### config.mk
export PLATFORM = sky130hd
export DESIGN_NAME = page_commit_ctrl
export DESIGN_NICKNAME = d
export VERILOG_FILES = /design/src/rtl/page_pkg.sv /design/src/rtl/page_pointer.sv /design/src/rtl/page_buffer.sv /design/src/rtl/cycle_timer.sv /design/src/rtl/page_commit_ctrl.sv
export SDC_FILE = /design/constraint.sdc
export NUM_CORES = 1
export LEC_CHECK = 0
export ABC_AREA = 0
export BUFFER_PORTS_ARGS = -buffer_cell sky130_fd_sc_hd__buf_2
export CORE_ASPECT_RATIO = 0.8
export CORE_UTILIZATION = 60
export CTS_CLUSTER_DIAMETER = 30
export DETAILED_ROUTE_END_ITERATION = 16
export PLACE_DENSITY = 0.79
export SYNTH_ARGS = -nofsm -noshare
export SYNTH_HDL_FRONTEND = slang
export SYNTH_SLANG_ARGS = --single-unit
export TNS_END_PERCENT = 1
### constraint.sdc
create_clock -name clk_i -period 4.75 [get_ports clk_i]
set_input_delay 0.7125 -clock clk_i [delete_from_list [all_inputs] [get_ports clk_i]]
set_output_delay 0.7125 -clock clk_i [all_outputs]
set_load 0.005 [all_outputs]
### src/rtl/page_pkg.sv
package page_pkg;
  localparam int ADDR_W = 8;
  localparam int DATA_W = 8;
  localparam int PAGE_W = 4;
  localparam int PAGE_BYTES = 1 << PAGE_W;

  typedef logic [ADDR_W-1:0] addr_t;
  typedef logic [DATA_W-1:0] data_t;
  typedef logic [PAGE_W-1:0] slot_t;

  typedef struct packed {
    logic  vld;
    slot_t idx;
    data_t data;
  } slot_wr_t;
endpackage

### src/rtl/page_pointer.sv
module page_pointer
  import page_pkg::*;
(
  input  logic  clk_i,
  input  logic  rst_ni,
  input  logic  load_i,
  input  addr_t load_addr_i,
  input  logic  inc_i,
  output addr_t ptr_o
);
  localparam int HI_W = ADDR_W - PAGE_W;

  addr_t ptr_q;

  always_ff @(posedge clk_i or negedge rst_ni) begin
    if (!rst_ni) begin
      ptr_q <= '0;
    end else if (load_i) begin
      ptr_q <= load_addr_i;
    end else if (inc_i) begin
      // page bits held, column wraps inside the page
      ptr_q <= {ptr_q[ADDR_W-1:PAGE_W], ptr_q[PAGE_W-1:0] + slot_t'(1)};
    end
  end

  assign ptr_o = ptr_q;

  assert_page_hold_R2: assert property (@(posedge clk_i) disable iff (!rst_ni)
    (inc_i && !load_i) |=> ptr_q[ADDR_W-1:PAGE_W] == $past(ptr_q[ADDR_W-1:PAGE_W]));

  assert_col_step_R2: assert property (@(posedge clk_i) disable iff (!rst_ni)
    (inc_i && !load_i) |=> ptr_q[PAGE_W-1:0] == slot_t'($past(ptr_q[PAGE_W-1:0]) + 1'b1));

  logic [HI_W-1:0] unused_hi;
  assign unused_hi = ptr_q[ADDR_W-1:PAGE_W];
endmodule

### src/rtl/page_buffer.sv
module page_buffer
  import page_pkg::*;
(
  input  logic     clk_i,
  input  logic     rst_ni,
  input  logic     clear_i,
  input  slot_wr_t wr_i,
  input  slot_t    rd_idx_i,
  output data_t    rd_data_o,
  output logic     rd_vld_o,
  output logic     any_vld_o
);
  data_t                 data_q [PAGE_BYTES];
  logic [PAGE_BYTES-1:0] mask_q;

  for (genvar g = 0; g < PAGE_BYTES; g++) begin : g_slot
    always_ff @(posedge clk_i or negedge rst_ni) begin
      if (!rst_ni) begin
        data_q[g] <= '0;
      end else if (wr_i.vld && wr_i.idx == slot_t'(g)) begin
        data_q[g] <= wr_i.data;
      end
    end

    always_ff @(posedge clk_i or negedge rst_ni) begin
      if (!rst_ni) begin
        mask_q[g] <= 1'b0;
      end else if (clear_i) begin
        mask_q[g] <= 1'b0;
      end else if (wr_i.vld && wr_i.idx == slot_t'(g)) begin
        mask_q[g] <= 1'b1;
      end
    end
  end

  assign rd_data_o = data_q[rd_idx_i];
  assign rd_vld_o  = mask_q[rd_idx_i];
  assign any_vld_o = |mask_q;

  assert_clear_empties_R8: assert property (@(posedge clk_i) disable iff (!rst_ni)
    clear_i |=> mask_q == '0);

  assert_one_slot_R3: assert property (@(posedge clk_i) disable iff (!rst_ni)
    (wr_i.vld && !clear_i) |=> $countones(mask_q ^ $past(mask_q)) <= 1);
endmodule

### src/rtl/cycle_timer.sv
module cycle_timer
  import page_pkg::*;
#(
  parameter int CYCLE_CLKS = 500000
) (
  input  logic  clk_i,
  input  logic  rst_ni,
  input  logic  start_i,
  output logic  busy_o,
  output logic  done_o,
  output slot_t slot_o,
  output logic  slot_vld_o
);
  localparam int CNT_W  = $clog2(CYCLE_CLKS + 1);
  localparam int SCAN_W = PAGE_W + 1;

  logic              busy_q;
  logic [CNT_W-1:0]  cnt_q;
  logic [SCAN_W-1:0] scan_q;

  always_ff @(posedge clk_i or negedge rst_ni) begin
    if (!rst_ni) begin
      busy_q <= 1'b0;
      cnt_q  <= '0;
      scan_q <= '0;
    end else if (!busy_q) begin
      if (start_i) begin
        busy_q <= 1'b1;
        cnt_q  <= CNT_W'(CYCLE_CLKS - 1);
        scan_q <= '0;
      end
    end else begin
      if (cnt_q == '0) begin
        busy_q <= 1'b0;
      end else begin
        cnt_q <= cnt_q - 1'b1;
      end
      if (scan_q != SCAN_W'(PAGE_BYTES)) begin
        scan_q <= scan_q + 1'b1;
      end
    end
  end

  assign busy_o     = busy_q;
  assign done_o     = busy_q && (cnt_q == '0);
  assign slot_o     = scan_q[PAGE_W-1:0];
  assign slot_vld_o = busy_q && (scan_q < SCAN_W'(PAGE_BYTES));

  assert_cnt_bound_R5: assert property (@(posedge clk_i) disable iff (!rst_ni)
    busy_q |-> cnt_q < CNT_W'(CYCLE_CLKS));

  assert_start_rise_R5: assert property (@(posedge clk_i) disable iff (!rst_ni)
    (start_i && !busy_q) |=> busy_q && cnt_q == CNT_W'(CYCLE_CLKS - 1));

  assert_count_down_R5: assert property (@(posedge clk_i) disable iff (!rst_ni)
    (busy_q && cnt_q != '0) |=> busy_q && cnt_q == $past(cnt_q) - 1'b1);

  assert_scan_in_window_R4: assert property (@(posedge clk_i) disable iff (!rst_ni)
    slot_vld_o |-> busy_q);
endmodule

### src/rtl/page_commit_ctrl.sv
module page_commit_ctrl
  import page_pkg::*;
#(
  parameter int CYCLE_CLKS = 500000
) (
  input  logic       clk_i,
  input  logic       rst_ni,
  input  logic       txn_start_i,
  input  logic [7:0] addr_i,
  input  logic       byte_vld_i,
  input  logic [7:0] byte_i,
  input  logic       stop_i,
  input  logic       abort_i,
  input  logic       wp_i,
  output logic       mem_we_o,
  output logic [7:0] mem_addr_o,
  output logic [7:0] mem_wdata_o,
  output logic       busy_o,
  output logic [7:0] ptr_o
);
  localparam int HI_W = ADDR_W - PAGE_W;

  logic            busy;
  logic            done;
  logic            idle;
  logic            take_start;
  logic            take_byte;
  logic            take_abort;
  logic            commit;
  logic            buf_clear;
  logic            any_vld;
  logic            slot_vld;
  logic            rd_vld;
  slot_t           scan_slot;
  data_t           rd_data;
  addr_t           ptr;
  slot_wr_t        wr_req;
  logic            wp_q;
  logic [HI_W-1:0] page_q;

  assign idle       = !busy;
  assign take_abort = idle && abort_i;
  assign take_start = idle && !abort_i && txn_start_i;
  assign take_byte  = idle && !abort_i && !txn_start_i && byte_vld_i;
  assign commit     = idle && !abort_i && !txn_start_i && stop_i && any_vld;
  assign buf_clear  = take_abort || take_start || done;

  assign wr_req.vld  = take_byte;
  assign wr_req.idx  = ptr[PAGE_W-1:0];
  assign wr_req.data = byte_i;

  page_pointer u_ptr (
    .clk_i       (clk_i),
    .rst_ni      (rst_ni),
    .load_i      (take_start),
    .load_addr_i (addr_i),
    .inc_i       (take_byte),
    .ptr_o       (ptr)
  );

  page_buffer u_buf (
    .clk_i     (clk_i),
    .rst_ni    (rst_ni),
    .clear_i   (buf_clear),
    .wr_i      (wr_req),
    .rd_idx_i  (scan_slot),
    .rd_data_o (rd_data),
    .rd_vld_o  (rd_vld),
    .any_vld_o (any_vld)
  );

  cycle_timer #(
    .CYCLE_CLKS (CYCLE_CLKS)
  ) u_timer (
    .clk_i      (clk_i),
    .rst_ni     (rst_ni),
    .start_i    (commit),
    .busy_o     (busy),
    .done_o     (done),
    .slot_o     (scan_slot),
    .slot_vld_o (slot_vld)
  );

  // page and protect are frozen at the Stop for the whole cycle
  always_ff @(posedge clk_i or negedge rst_ni) begin
    if (!rst_ni) begin
      wp_q   <= 1'b0;
      page_q <= '0;
    end else if (commit) begin
      wp_q   <= wp_i;
      page_q <= ptr[ADDR_W-1:PAGE_W];
    end
  end

  assign mem_we_o    = slot_vld && rd_vld && !wp_q;
  assign mem_addr_o  = {page_q, scan_slot};
  assign mem_wdata_o = rd_data;
  assign busy_o      = busy;
  assign ptr_o       = ptr;

  assert_we_in_busy_R4: assert property (@(posedge clk_i) disable iff (!rst_ni)
    mem_we_o |-> busy_o);

  assert_wp_blocks_R7: assert property (@(posedge clk_i) disable iff (!rst_ni)
    (busy_o && wp_q) |-> !mem_we_o);

  assert_stop_rise_R5: assert property (@(posedge clk_i) disable iff (!rst_ni)
    commit |=> busy_o);

  assert_ptr_hold_R10: assert property (@(posedge clk_i) disable iff (!rst_ni)
    busy_o |=> $stable(ptr_o));

  assert_abort_no_busy_R8: assert property (@(posedge clk_i) disable iff (!rst_ni)
    (idle && abort_i) |=> !busy_o);

  assert_empty_stop_R9: assert property (@(posedge clk_i) disable iff (!rst_ni)
    (idle && stop_i && !any_vld) |=> !busy_o);

  assert_page_stable_R2: assert property (@(posedge clk_i) disable iff (!rst_ni)
    (busy_o && $past(busy_o)) |-> $stable(mem_addr_o[ADDR_W-1:PAGE_W]));
endmodule

# ---- Yosys cells after proc, flatten, opt, wreduce, memory -nomap -nowiden
# Index checks and enable logic that the tools add are counted.
dict set report word_totals {
  ff_bits 182
  inputBits 23
  output_inout_bits 26
  wordCells 168
}
dict set report classes {
  add_sub_neg 3
  magnitude_cmp 3
  eq_ne 18
  mux 48
  bitwise_logic 1
  n_reduce_logical 56
}
# operator count
set ops {}
lappend ops {{$mux W19} 3}
lappend ops {{$mux W1} 36}
lappend ops {{$reduce_bool A2 Y1} 18}
lappend ops {{$bmux W8 S4} 1}
lappend ops {{$eq A4 B4 Y1 const B} 8}
lappend ops {{$logic_and A1 B1 Y1} 27}
lappend ops {{$mux W8} 3}
lappend ops {{$logic_not A19 Y1} 1}
lappend ops {{$sub A19 B1 Y19 const B} 1}
lappend ops {{$eq A4 B3 Y1 const B} 4}
lappend ops {{$reduce_or A16 Y1} 1}
lappend ops {{$mux W5} 3}
lappend ops {{$eq A4 B2 Y1 const B} 2}
lappend ops {{$add A5 B1 Y5 const B} 1}
lappend ops {{$ge A5 B5 Y1 const B} 1}
lappend ops {{$lt A4 B5 Y1 const B} 1}
lappend ops {{$lt A5 B5 Y1 const B} 1}
lappend ops {{$ne A5 B5 Y1 const B} 1}
lappend ops {{$not A4 Y5} 1}
lappend ops {{$add A4 B1 Y4 const B} 1}
lappend ops {{$bmux W1 S4} 1}
lappend ops {{$eq A4 B1 Y1 const B} 1}
lappend ops {{$logic_not A1 Y1} 4}
lappend ops {{$logic_not A4 Y1} 1}
lappend ops {{4 further kinds} 7}

# ---- Longest topological paths before layout
# Gate-level depths: netlist of run 1.
dict set report logic_depth {
  ltp_word 7
  ltp_mapped 8
  depth_no_buf 7
}

# ---- Hierarchy
# A second synthesis of run 1 with hierarchy kept.
dict set report hier_totals {
  hier_cells 613
  area_unflattened_um2 8732.1
}
# mod instances cells_per_inst area_each_um2 seq_area_each_um2
set modules_own_cells {}
lappend modules_own_cells {page_buffer 1 416 6636.4 3603.5}
lappend modules_own_cells {cycle_timer 1 151 1487.7 625.6}
lappend modules_own_cells {page_pointer 1 27 346.6 200.2}
lappend modules_own_cells {page_commit_ctrl 1 19 261.5 125.1}

# ---- Least setup slack after synthesis of run 1
# No wires, ideal clock.
dict set report synth_path {
  path_type {register -> output}
  from {register u_timer.scan_q[0]}
  to {output mem_wdata_o[1]}
  arrival_ps 1775
  required_time_ps 4038
  slack_ps 2262
  stages_incl_launch_ff 6
  path_buffers 2
  path_cell_list {dfrtp_1 > buf_2 > buf_2 > mux4_2 > mux2i_1 > a21oi_1}
}
dict set report synth_between {
  elab_chain_len 4
}
# element line_no
set synth_lines {}
lappend synth_lines {{start, declared} cycle_timer.sv:19} ;# logic [SCAN_W-1:0] scan_q;
lappend synth_lines {{start signal, assigned} cycle_timer.sv:39} ;# scan_q <= scan_q + 1'b1;
lappend synth_lines {{$not A4 Y5 (not written as such)} page_buffer.sv:36} ;# assign rd_data_o = data_q[rd_idx_i];
lappend synth_lines {{$bmux W8 S4} page_buffer.sv:36}
lappend synth_lines {{$mux W8 (not written as such) (2 in series)} page_buffer.sv:36}
lappend synth_lines {{end, declared} page_commit_ctrl.sv:17} ;# output logic [7:0] mem_wdata_o,
# No other way between the ends. The select of a mux whose other input is x is not followed.

# ---- Worst setup path after layout of run 1
dict set report layout_path {
  from {register u_timer.scan_q[0]}
  to {output mem_we_o}
}
dict set report layout_between {
  elab_chain_len 4
  word_cells_on_any_way 6
  cone_classes {order compare (1); mux (2); reduce/logical (3)}
}
# element line_no
set layout_lines {}
lappend layout_lines {{$bmux W1 S4 or $lt A5 B5 Y1 (tied branches)} {page_buffer.sv:37, cycle_timer.sv:47}}
lappend layout_lines {{$mux W1 (not written as such) or $logic_and A1 B1 Y1 (tied branches)} {page_buffer.sv:37, cycle_timer.sv:47}}
lappend layout_lines {{$logic_and A1 B1 Y1 * (2 in series)} page_commit_ctrl.sv:95} ;# assign mem_we_o = slot_vld && rd_vld && !wp_q;
lappend layout_lines {{end, declared} page_commit_ctrl.sv:15} ;# output logic mem_we_o,
# Every way passes the cells marked *; elsewhere a longest branch is shown, timed or not. The select of a mux whose other input is x is not followed.

==> results.ini, run 1 <==
[placed_design]
gp_congestion = 0.8229
hpwl_microns = 11590
place_inst = 817
port_buffers = 48

[clock_tree]
cts_resized = 0
cts_buffers = 17
clock-sinks = 182
worstSkewPairLatency_ps = 430
clockBufferDepth = 2
cts_tree = yes
htreeDepth = 4
cts.root.buffer_cell = clkbuf_16
cts_setup_buffers = 0
clkTransAtPathRegs_ps = 60
cts_hold_buffers = 0

[floorplan]
start_util_pct = 62.08
row_count = 38
die_area_sq_mm = 0.01465
ioPinCount = 49
coreArea_sq_mm = 0.01369
dieWidth_microns = 135.1
dieHeight_microns = 108.5

[drt]
initialDrtViolationCount = 436
wl_microns = 18310
dr.pass1.iters = 4
routed_via_density = 6.189
wire_per_inst_microns = 21.61
ant_nets = 0
drc = 0
vias = 5242

[setup_path]
critical_path_arrival_ps = 2790
reg2reg_setup_slack_ps = 1410
required_ps = 4040
critPathCapture = mem_we_o
cp_max_fo = 28
critPathLaunch = u_timer.scan_q[0]
worstSetupStartpointType = flop
timing.rr.end = u_buf.mask_q[1]
end_kind = output pin
reg2regPathDepth = 7
crit_type = reg -> out
timing.rr.start = u_timer.cnt_q[0]

[synth]
ys_seq_area_share_pct = 53.58
synth_enable_flop_cells = 0
synth_seq_cells = 182
yosys_most_used_dff = dfrtp_1
synth_cell_types = 49
syn_inst = 624
syn_area_sq_mm = 0.008501
synthArstFlopShare_pct = 100.0
syn_nets = 653
syn_avg_cell_area_sq_um = 13.62
yosysWarnings = 0

[final_layout]
antenna_cells_inserted = 0
fin_nets = 685
drive_gt1_share_pct = 38.83
final_core_util_pct = 68.32
areaGrowthSynthToFinish_pct = 10.05
fin_cells = 847

[sta]
tightest_slew_ps = 1181
slew_viol_final = 0
max_slew_margin_pct = 20.42
setup_tns_ps = 0
setup_viol = 0
fin_crit_ps = 3499
skew_ps = 4.520
timing_hold_violations_final = 0
rsz0062_at_grt = no
fmax_mhz = 285.8
period_share_pct = 73.67

[global_route]
antenna_found_initial = 0
grt_pass1_vias = 5585
grt_usage_pct = 28.02
grt_max_degree = 102
grt.overflow.total = 0
grt_first_pass_wirelength_microns = 29900

[min_path]
holdCritPathClass = in -> async

[pwr]
powerDensity_mw_per_mm2 = 307.9
leakage_nw = 4.513
irDropWorstVdd_mv = 0.2685

[outcome]
status = completed

[job]
maxCapViolations = 0

[power by group]
group,switching [mW],internal [mW],leakage (nW)
clock network,0.555,0.700,0.257
registers,0.00467,1.55,2.38
logic,0.0512,0.0160,1.87
total,0.611,2.27,4.51
[worst max-delay path: stages (launching register included)]
cell and delay (ps):
dfrtp_2 1010, buf_4 360, mux4_2 220, mux2i_1 70
nand2_1 100, o21ai_1 90, nor4b_1 330, buf_2 180
[cell families (layout without fill, tap and decap cells)]
| kind of cell | Yosys count | count (layout) | share of synthesized area, % |
|---|---|---|---|
| AO/OA/AOI/OAI | 56 | 56 | 4.548 |
| XOR/XNOR | 10 | 10 | 1.030 |
| adder cells (fa/ha/maj) | 6 | 6 | 0.8831 |
| buffers and inverters | 64 | 107 | 3.209 |
| flip-flops | 182 | 182 | 53.58 |
| multiplexers | 184 | 184 | 28.94 |
| AND/OR/NAND/NOR | 122 | 122 | 7.816 |
[area by class of cell]
cell class	count	area [sq um]
Clock buffer	25	485.5
Fill cell	968	4338
Inverter	23	86.33
Clock inverter	5	25.02
Timing Repair Buffer	54	304.0
Sequential cell	182	4556
Multi-Input combinational cell	378	3674
Tap cell	180	225.2
[worst min path at each step]
| stage | startpoint | endpoint | slack (ps) |
|---|---|---|---|
| floorplan | rst_ni | page_q[0] | 420 |
| detailed placement | page_q[1] | page_q[1] | 460 |
| CTS | rst_ni | u_timer.cnt_q[1] | 360 |
| finish | rst_ni | u_timer.cnt_q[0] | 320 |
| global placement | page_q[0] | page_q[0] | 450 |
| global route | rst_ni | u_timer.cnt_q[1] | 380 |
[registers in the layout (all words and copies together) (netlist names)]
name            cells
wp_q                1
page_q              4
u_buf.mask_q       16
u_ptr.ptr_o         8
u_timer.cnt_q      19
u_buf.data_q      128
u_timer.scan_q      5
u_timer.busy_o      1
[synth_stat cells (all sizes together) (6+ instances only)]
master  instances  area share [%]
nor2           15            0.66
inv            23             1.0
ha              6            0.88
nand2          43             1.9
nand3          12            0.77
nor4            8            0.74
o21ai           7            0.41
a21oi          13            0.77
a21boi         17             1.5
clkbuf         28             1.2
nand4           7            0.52
nor2b          11            0.81
dfrtp         182              54
mux2i          14             1.6
mux2          134              18
nor3            7            0.60
a211oi          8            0.71
mux4           36             9.5
xor2            6            0.62
buf            13            0.96
[per-stage QoR]
| step | hold WS [ps] | instance area, sq um | power (mW) | setup slack [ps] |
|---|---|---|---|---|
| CTS | 358.3 | 9355 | 2.901 | 1161 |
| finish | 318.2 | 9355 | 2.880 | 1251 |
| detailed placement | 461.4 | 8845 | 1.656 | 1477 |
| global route | 383.5 | 9355 | 2.965 | 1011 |
| floorplan | 416.9 | 8501 | 1.602 | 2262 |
| global placement | 452.3 | 8845 | 1.652 | 1693 |
[placed cells by master (no fill, tap or decap), types with 3 or more instances in the layout]
master,netlist,final
nor4_1,6,6
mux2i_1,14,14
nor3_1,5,5
a21boi_1,15,15
inv_1,23,23
mux2_2,134,134
nand2_1,43,43
clkbuf_1,28,5
dfrtp_1,182,181
clkinv_2,0,5
xnor2_1,4,4
a21oi_1,13,13
clkbuf_8,0,3
o21ai_0,4,4
nor2_1,15,15
xor2_1,6,6
ha_1,6,6
nor2b_1,11,11
clkbuf_16,0,17
mux4_2,36,36
and3_1,5,5
nand3_1,11,11
nand4_1,7,7
o21ai_1,3,3
a211oi_1,8,8
buf_2,5,47
buf_4,5,5
[per-layer routing]
| metal | vias to the layer above | GRT usage (%) | part of all wire [%] |
|---|---|---|---|
| met4 | 0 | 10.59 | 1.8 |
| met1 | 2751 | 37.85 | 44 |
| met5 | - | 0 | 0 |
| li1 | 2333 | - | - |
| met3 | 31 | 6.282 | 5.2 |
| met2 | 127 | 44.88 | 49 |
Power figures use the tool's default switching activity.
==> run 2: changes to the inputs <==
--- a/config.mk
+++ b/config.mk
@@ -5,13 +5,13 @@
 export SDC_FILE = /design/constraint.sdc
 export NUM_CORES = 1
 export LEC_CHECK = 0
-export ABC_AREA = 0
+export ABC_AREA = 1
 export BUFFER_PORTS_ARGS = -buffer_cell sky130_fd_sc_hd__buf_2
 export CORE_ASPECT_RATIO = 0.8
 export CORE_UTILIZATION = 60
 export CTS_CLUSTER_DIAMETER = 30
 export DETAILED_ROUTE_END_ITERATION = 16
-export PLACE_DENSITY = 0.79
+export PLACE_DENSITY = 0.78
 export SYNTH_ARGS = -nofsm -noshare
 export SYNTH_HDL_FRONTEND = slang
 export SYNTH_SLANG_ARGS = --single-unit
==> constraint.sdc (replaced) <==
create_clock -name clk_i -period 3.4 [get_ports clk_i]
set_input_delay 0.51 -clock clk_i [delete_from_list [all_inputs] [get_ports clk_i]]
set_output_delay 0.51 -clock clk_i [all_outputs]
set_load 0.005 [all_outputs]
==> results.ini, run 2 <==
[synth]
synth_top_cell_area_share_pct = 48.60
synth_enable_flop_cells = 0
synthArstFlopShare_pct = 100.0
yosys_most_used_dff = dfrtp_1
syn_inst = 1225
syn_nets = 1254
synth_cell_types = 33
synth_common_cells = 362 x nand2_1, 197 x o21ai_0, 182 x dfrtp_1, 101 x inv_1, 93 x nand3_1
ys_seq_area_share_pct = 48.60
yosysWarnings = 0
synthTopCellsByArea = dfrtp_1 49%, nand2_1 15%, o21ai_0 11%, nand3_1 5.0%, inv_1 4.0%
syn_area_sq_mm = 0.009370
syn_avg_cell_area_sq_um = 7.649
synth_seq_cells = 182
synth_top_area_cell = dfrtp_1
yosysMostFrequentCell = nand2_1

[floorplan]
start_util_pct = 62.00
dieHeight_microns = 113.8
row_count = 40
ioPinCount = 49
dieWidth_microns = 141.7
coreArea_sq_mm = 0.01511
die_area_sq_mm = 0.01612

[sta]
setup_tns_ps = 0
max_slew_margin_pct = 43.59
slew_viol_final = 0
timing_hold_violations_final = 0
fin_crit_ps = 2860
setup_viol = 0
period_share_pct = 84.11
skew_ps = 9.770
holdWs_ps = 95.21
rsz0062_at_grt = no
fmax_mhz = 349.7
tightest_slew_ps = 845.2

[clock_tree]
cts_hold_buffers = 0
cts.root.buffer_cell = clkbuf_16
cts_tree = yes
clkTransAtPathRegs_ps = 60
cts_resized = 0
clockBufferDepth = 2
clock-sinks = 182
cts_setup_buffers = 0
cts_buffers = 17
htreeDepth = 4
worstSkewPairLatency_ps = 440

[global_route]
grt_max_degree = 76
grt.overflow.total = 0
grt_pass1_vias = 7496
antenna_found_initial = 0
grt_usage_pct = 32.53
grt_first_pass_wirelength_microns = 39940

[final_layout]
final_cell_mix = 362 x nand2_1, 197 x o21ai_0, 180 x dfrtp_1, 101 x inv_1, 93 x nand3_1
largest-register = u_buf.data_q
fin_nets = 1258
areaGrowthSynthToFinish_pct = 9.107
final_common_cell = nand2_1
antenna_cells_inserted = 0
largest_register_ffs = 128
fill_cells = 1277
multiInputGateArea_sq_mm = 0.004053
drive_gt1_share_pct = 9.742
final_core_util_pct = 67.64
seq_area_sq_mm = 0.004557
fin_cells = 1452
reg_top3 = u_buf.data_q: 128 flops, u_timer.cnt_q: 19 flops, u_buf.mask_q: 16 flops

[drt]
wire_per_inst_microns = 17.02
dr.pass1.iters = 6
initialDrtViolationCount = 910
wl_microns = 24710
vias = 8217
ant_nets = 0
drc = 0
routed_via_density = 5.659

[outcome]
status = completed

[setup_path]
reg2regPathDepth = 6
crit_chain = inv_1 -> o21ai_0 -> o21ai_0 -> nand2_1 -> nand2_1 -> inv_1 -> a21oi_1 -> buf_2
worst-path-stages = 8
crit_type = reg -> out
critical_path_arrival_ps = 2350
timing.rr.start = u_timer.busy_o
worstSetupStartpointType = flop
timing.rr.end = u_buf.data_q[14]
required_ps = 2890
timing.critical_path.buf_inv = 3
end_kind = output pin
reg2reg_setup_slack_ps = 910
crit_family = buffers and inverters
cp_slowest_cell = inv_1
cp_max_fo = 22
cp_slowest_stage_delay_ps = 620

[placed_design]
gp_congestion = 0.9730
port_buffers = 48
hpwl_microns = 16210
place_inst = 1420

[pwr]
leakage_nw = 5.390
powerDensity_mw_per_mm2 = 441.2
irDropWorstVdd_mv = 0.3940

[min_path]
holdCritPathClass = in -> async

[job]
maxCapViolations = 0

## run 2: where the power goes
part	switching, mW	internal, mW	leakage [nW]
Sequential	0.0251	2.21	2.19
Clock	0.891	1.16	0.298
Combinational	0.168	0.0526	2.90
Total	1.08	3.43	5.39
## run 2: final cells by class
cell class | instances | area share (%)
sequential | 182 | 44.57
multi-input combinational | 864 | 39.64
clock buffer | 17 | 4.161
inverter | 105 | 3.880
timing repair buffer | 59 | 3.463
tap | 210 | 2.570
clock inverter | 15 | 1.713
## run 2: worst max path at each step
stage / startpoint / end / slack (ps)
floorplan: u_timer.scan_q[0] / mem_wdata_o[0] / 1490
global placement: u_timer.busy_o / u_buf.data_q[9] / 980
detailed placement: u_timer.busy_o / u_buf.data_q[14] / 940
CTS: u_timer.scan_q[1] / mem_we_o / 530
global route: u_timer.scan_q[1] / mem_we_o / 300
finish: u_timer.scan_q[1] / mem_we_o / 540
## run 2: cells by family (layout without fill, tap and decap cells)
logic type	after synthesis	in the layout	synth area share (%)
compound gates	273	273	15.00
xor+xnor	6	6	0.5608
fa+ha+maj	6	6	0.8012
buf+inv	179	196	8.145
flops	182	182	48.60
simple gates	579	579	26.89
## run 2: metrics by stage
step	cell area [sq um]	total power, mW	setup slack (ps)
finish	10220	4.511	540.2
CTS	10220	4.509	528.5
floorplan	9370	2.374	1493
global placement	9623	2.492	982.2
detailed placement	9623	2.498	943.8
global route	10220	4.635	303.5
## run 2: per-layer routing
metal	track usage, %	vias to the layer above	part of all wire (%)
met3	6.171	38	8.2
li1	-	3951	-
met1	48.79	3889	46
met4	9.892	0	2.0
met2	47.95	339	44
met5	0	-	0
==> run 3: changes to the inputs <==
--- a/config.mk
+++ b/config.mk
@@ -8,10 +8,10 @@
 export ABC_AREA = 1
 export BUFFER_PORTS_ARGS = -buffer_cell sky130_fd_sc_hd__buf_2
 export CORE_ASPECT_RATIO = 0.8
-export CORE_UTILIZATION = 60
+export CORE_UTILIZATION = 56
 export CTS_CLUSTER_DIAMETER = 30
 export DETAILED_ROUTE_END_ITERATION = 16
-export PLACE_DENSITY = 0.78
+export PLACE_DENSITY = 0.77
 export SYNTH_ARGS = -nofsm -noshare
 export SYNTH_HDL_FRONTEND = slang
 export SYNTH_SLANG_ARGS = --single-unit
==> constraint.sdc (replaced) <==
create_clock -name clk_i -period 2.4 [get_ports clk_i]
set_input_delay 0.36 -clock clk_i [delete_from_list [all_inputs] [get_ports clk_i]]
set_output_delay 0.36 -clock clk_i [all_outputs]
set_load 0.005 [all_outputs]
==> results.ini, run 3 (synthesized netlist as in run 2, its figures left out) <==
[outcome]
status = completed

[clock_tree]
htreeDepth = 4
clkTransAtPathRegs_ps = 60
worstSkewPairLatency_ps = 440
cts.root.buffer_cell = clkbuf_16
clock-sinks = 182
clockBufferDepth = 2
cts_setup_buffers = 0
cts_buffers = 17
cts_tree = yes

[floorplan]
dieHeight_microns = 117.7
die_area_sq_mm = 0.01726
ioPinCount = 49
start_util_pct = 58.36
dieWidth_microns = 146.6
coreArea_sq_mm = 0.01606
row_count = 41

[sta]
timing_hold_violations_final = 0
tightest_slew_ps = 620.2
fmax_mhz = 418.6
max_slew_margin_pct = 58.61
skew_ps = 10.14
setup_viol = 0
holdWs_ps = 119.5
slew_viol_final = 0
period_share_pct = 99.53
rsz0062_at_grt = yes
fin_crit_ps = 2389

[final_layout]
areaGrowthSynthToFinish_pct = 10.50
largest_register_ffs = 128
fin_nets = 1273
drive_gt1_share_pct = 10.59
final_cell_mix = 362 x nand2_1, 196 x o21ai_0, 180 x dfrtp_1, 99 x inv_1, 93 x nand3_1
fin_area_sq_mm = 0.01035
final_common_cell = nand2_1
largest-register = u_buf.data_q
antenna_cells_inserted = 0
reg_top3 = u_buf.data_q: 128 flops, u_timer.cnt_q: 19 flops, u_buf.mask_q: 16 flops

[global_route]
grt_max_degree = 60
grt_usage_pct = 29.84
grt_pass1_vias = 7533
grt.overflow.total = 0
grt_first_pass_wirelength_microns = 40090
antenna_found_initial = 0

[setup_path]
reg2reg_setup_slack_ps = 220
critPathLaunch = u_timer.scan_q[1]
reg2regPathDepth = 9
cp_max_fo = 32
crit_chain = buf_4 -> o21ai_0 -> o21ai_0 -> nand2_1 -> nand3_1 -> buf_2
crit_type = reg -> out
required_ps = 2040
worstSetupStartpointType = flop
critical_path_arrival_ps = 2030
crit_top_cell = o21ai_0
cp_slowest_stage_delay_ps = 400
timing.rr.end = u_timer.cnt_q[14]
cp_slowest_cell = dfrtp_2
end_kind = output pin
timing.rr.start = u_timer.cnt_q[0]

[drt]
wire_per_inst_microns = 16.79
dr.pass1.iters = 6
initialDrtViolationCount = 959
vias = 8299
drc = 0
routed_via_density = 5.642
wl_microns = 24700
ant_nets = 0

[min_path]
min_path_cells = 3
min_from = addr_i[5]
holdPathEnd = u_ptr.ptr_o[5]
holdCritPathClass = in -> reg

[pwr]
leakage_nw = 5.453
internal-power_mw = 4.685
clkPwrFrac_pct = 43.1
sw_frac_of_total_pct = 23.42
irDropWorstVdd_mv = 0.4631
p_seq_share_pct = 51.9
powerDensity_mw_per_mm2 = 590.9
power_switching_mw = 1.433
p_comb_share_pct = 5.1

[placed_design]
postPlaceCellArea_sq_mm = 0.009729
hpwl_microns = 16520
gp_congestion = 0.9243
port_buffers = 48

[job]
maxCapViolations = 0

run 3: changes by cell type in the layout (fill, tap and decap cells not counted), sizes merged:
cell	previous run	this run
buf	59	71
bufinv	3	1
clkbuf	17	24
clkinv	10	9
clkinvlp	1	3
dlygate4sd3	0	1
inv	106	101
run 3: area by class of cell:
| type | count | area, sq um |
|---|---|---|
| Clock inverter | 9 | 78.83 |
| Fill cell | 1403 | 5703 |
| Sequential cell | 182 | 4557 |
| Multi-Input combinational cell | 864 | 4063 |
| Timing Repair Buffer | 74 | 521.8 |
| Clock buffer | 22 | 464.2 |
| Inverter | 105 | 400.4 |
| Tap cell | 215 | 269.0 |
run 3: power groups by stage:
| stage | Combinational, mW | Sequential (mW) | Clock (mW) |
|---|---|---|---|
| after global placement | 0.302 | 3.23 | 0 |
| after detailed placement | 0.308 | 3.23 | 0 |
| final | 0.310 | 3.17 | 2.63 |
| after global routing | 0.349 | 3.18 | 2.79 |
| after floorplan | 0.146 | 3.22 | 0 |
| after CTS | 0.311 | 3.17 | 2.65 |
run 3: how the worst max path moves through the flow:
stage                                    to  cells past startpoint  slack [ps]
after detailed placement  u_timer.cnt_q[14]                      9         240
after floorplan           u_timer.cnt_q[14]                     10         590
final                        mem_wdata_o[7]                      6          10
after CTS                    mem_wdata_o[7]                      7           1
after global routing               mem_we_o                      9         -30
after global placement     u_timer.cnt_q[6]                      9         400
run 3: metal layers:
layer  track usage [%]  routed length (microns)  up-vias
met3             5.388                     2150       50
met2             42.18                    10520      383
met5                 0                        0        -
met1             45.54                    11460     3880
met4             10.74                      566        0
li1                  -                        -     3986
run 3: worst max-delay path: cells and delay by family, from the launching register on:
| family | cells | cell delay, ps |
|---|---|---|
| simple gates | 2 | 240 |
| buf+inv | 2 | 470 |
| flops | 1 | 400 |
| compound gates | 2 | 480 |
run 3: what timing repair did:
| item | CTS | global route |
|---|---|---|
| endpoints found under the setup margin | 1 | 11 |
| hold buffers | 1 | 0 |
| endpoints found under the hold margin | 51 | 0 |
| resized for setup | 1 | 12 |
| cloned | 0 | 1 |
run 3: metrics by stage:
| step | TNS [ps] | setup WS (ps) | util [%] | std cells | power [mW] |
|---|---|---|---|---|---|
| final | 0 | 11.28 | 64.48 | 1471 | 6.118 |
| after global placement | 0 | 396.1 | 60.59 | 1438 | 3.528 |
| after global routing | -75.18 | -30.19 | 64.48 | 1471 | 6.318 |
| after detailed placement | 0 | 237.0 | 60.59 | 1438 | 3.537 |
| after CTS | 0 | 1.055 | 64.07 | 1470 | 6.138 |
| after floorplan | 0 | 589.9 | - | 1225 | 3.363 |
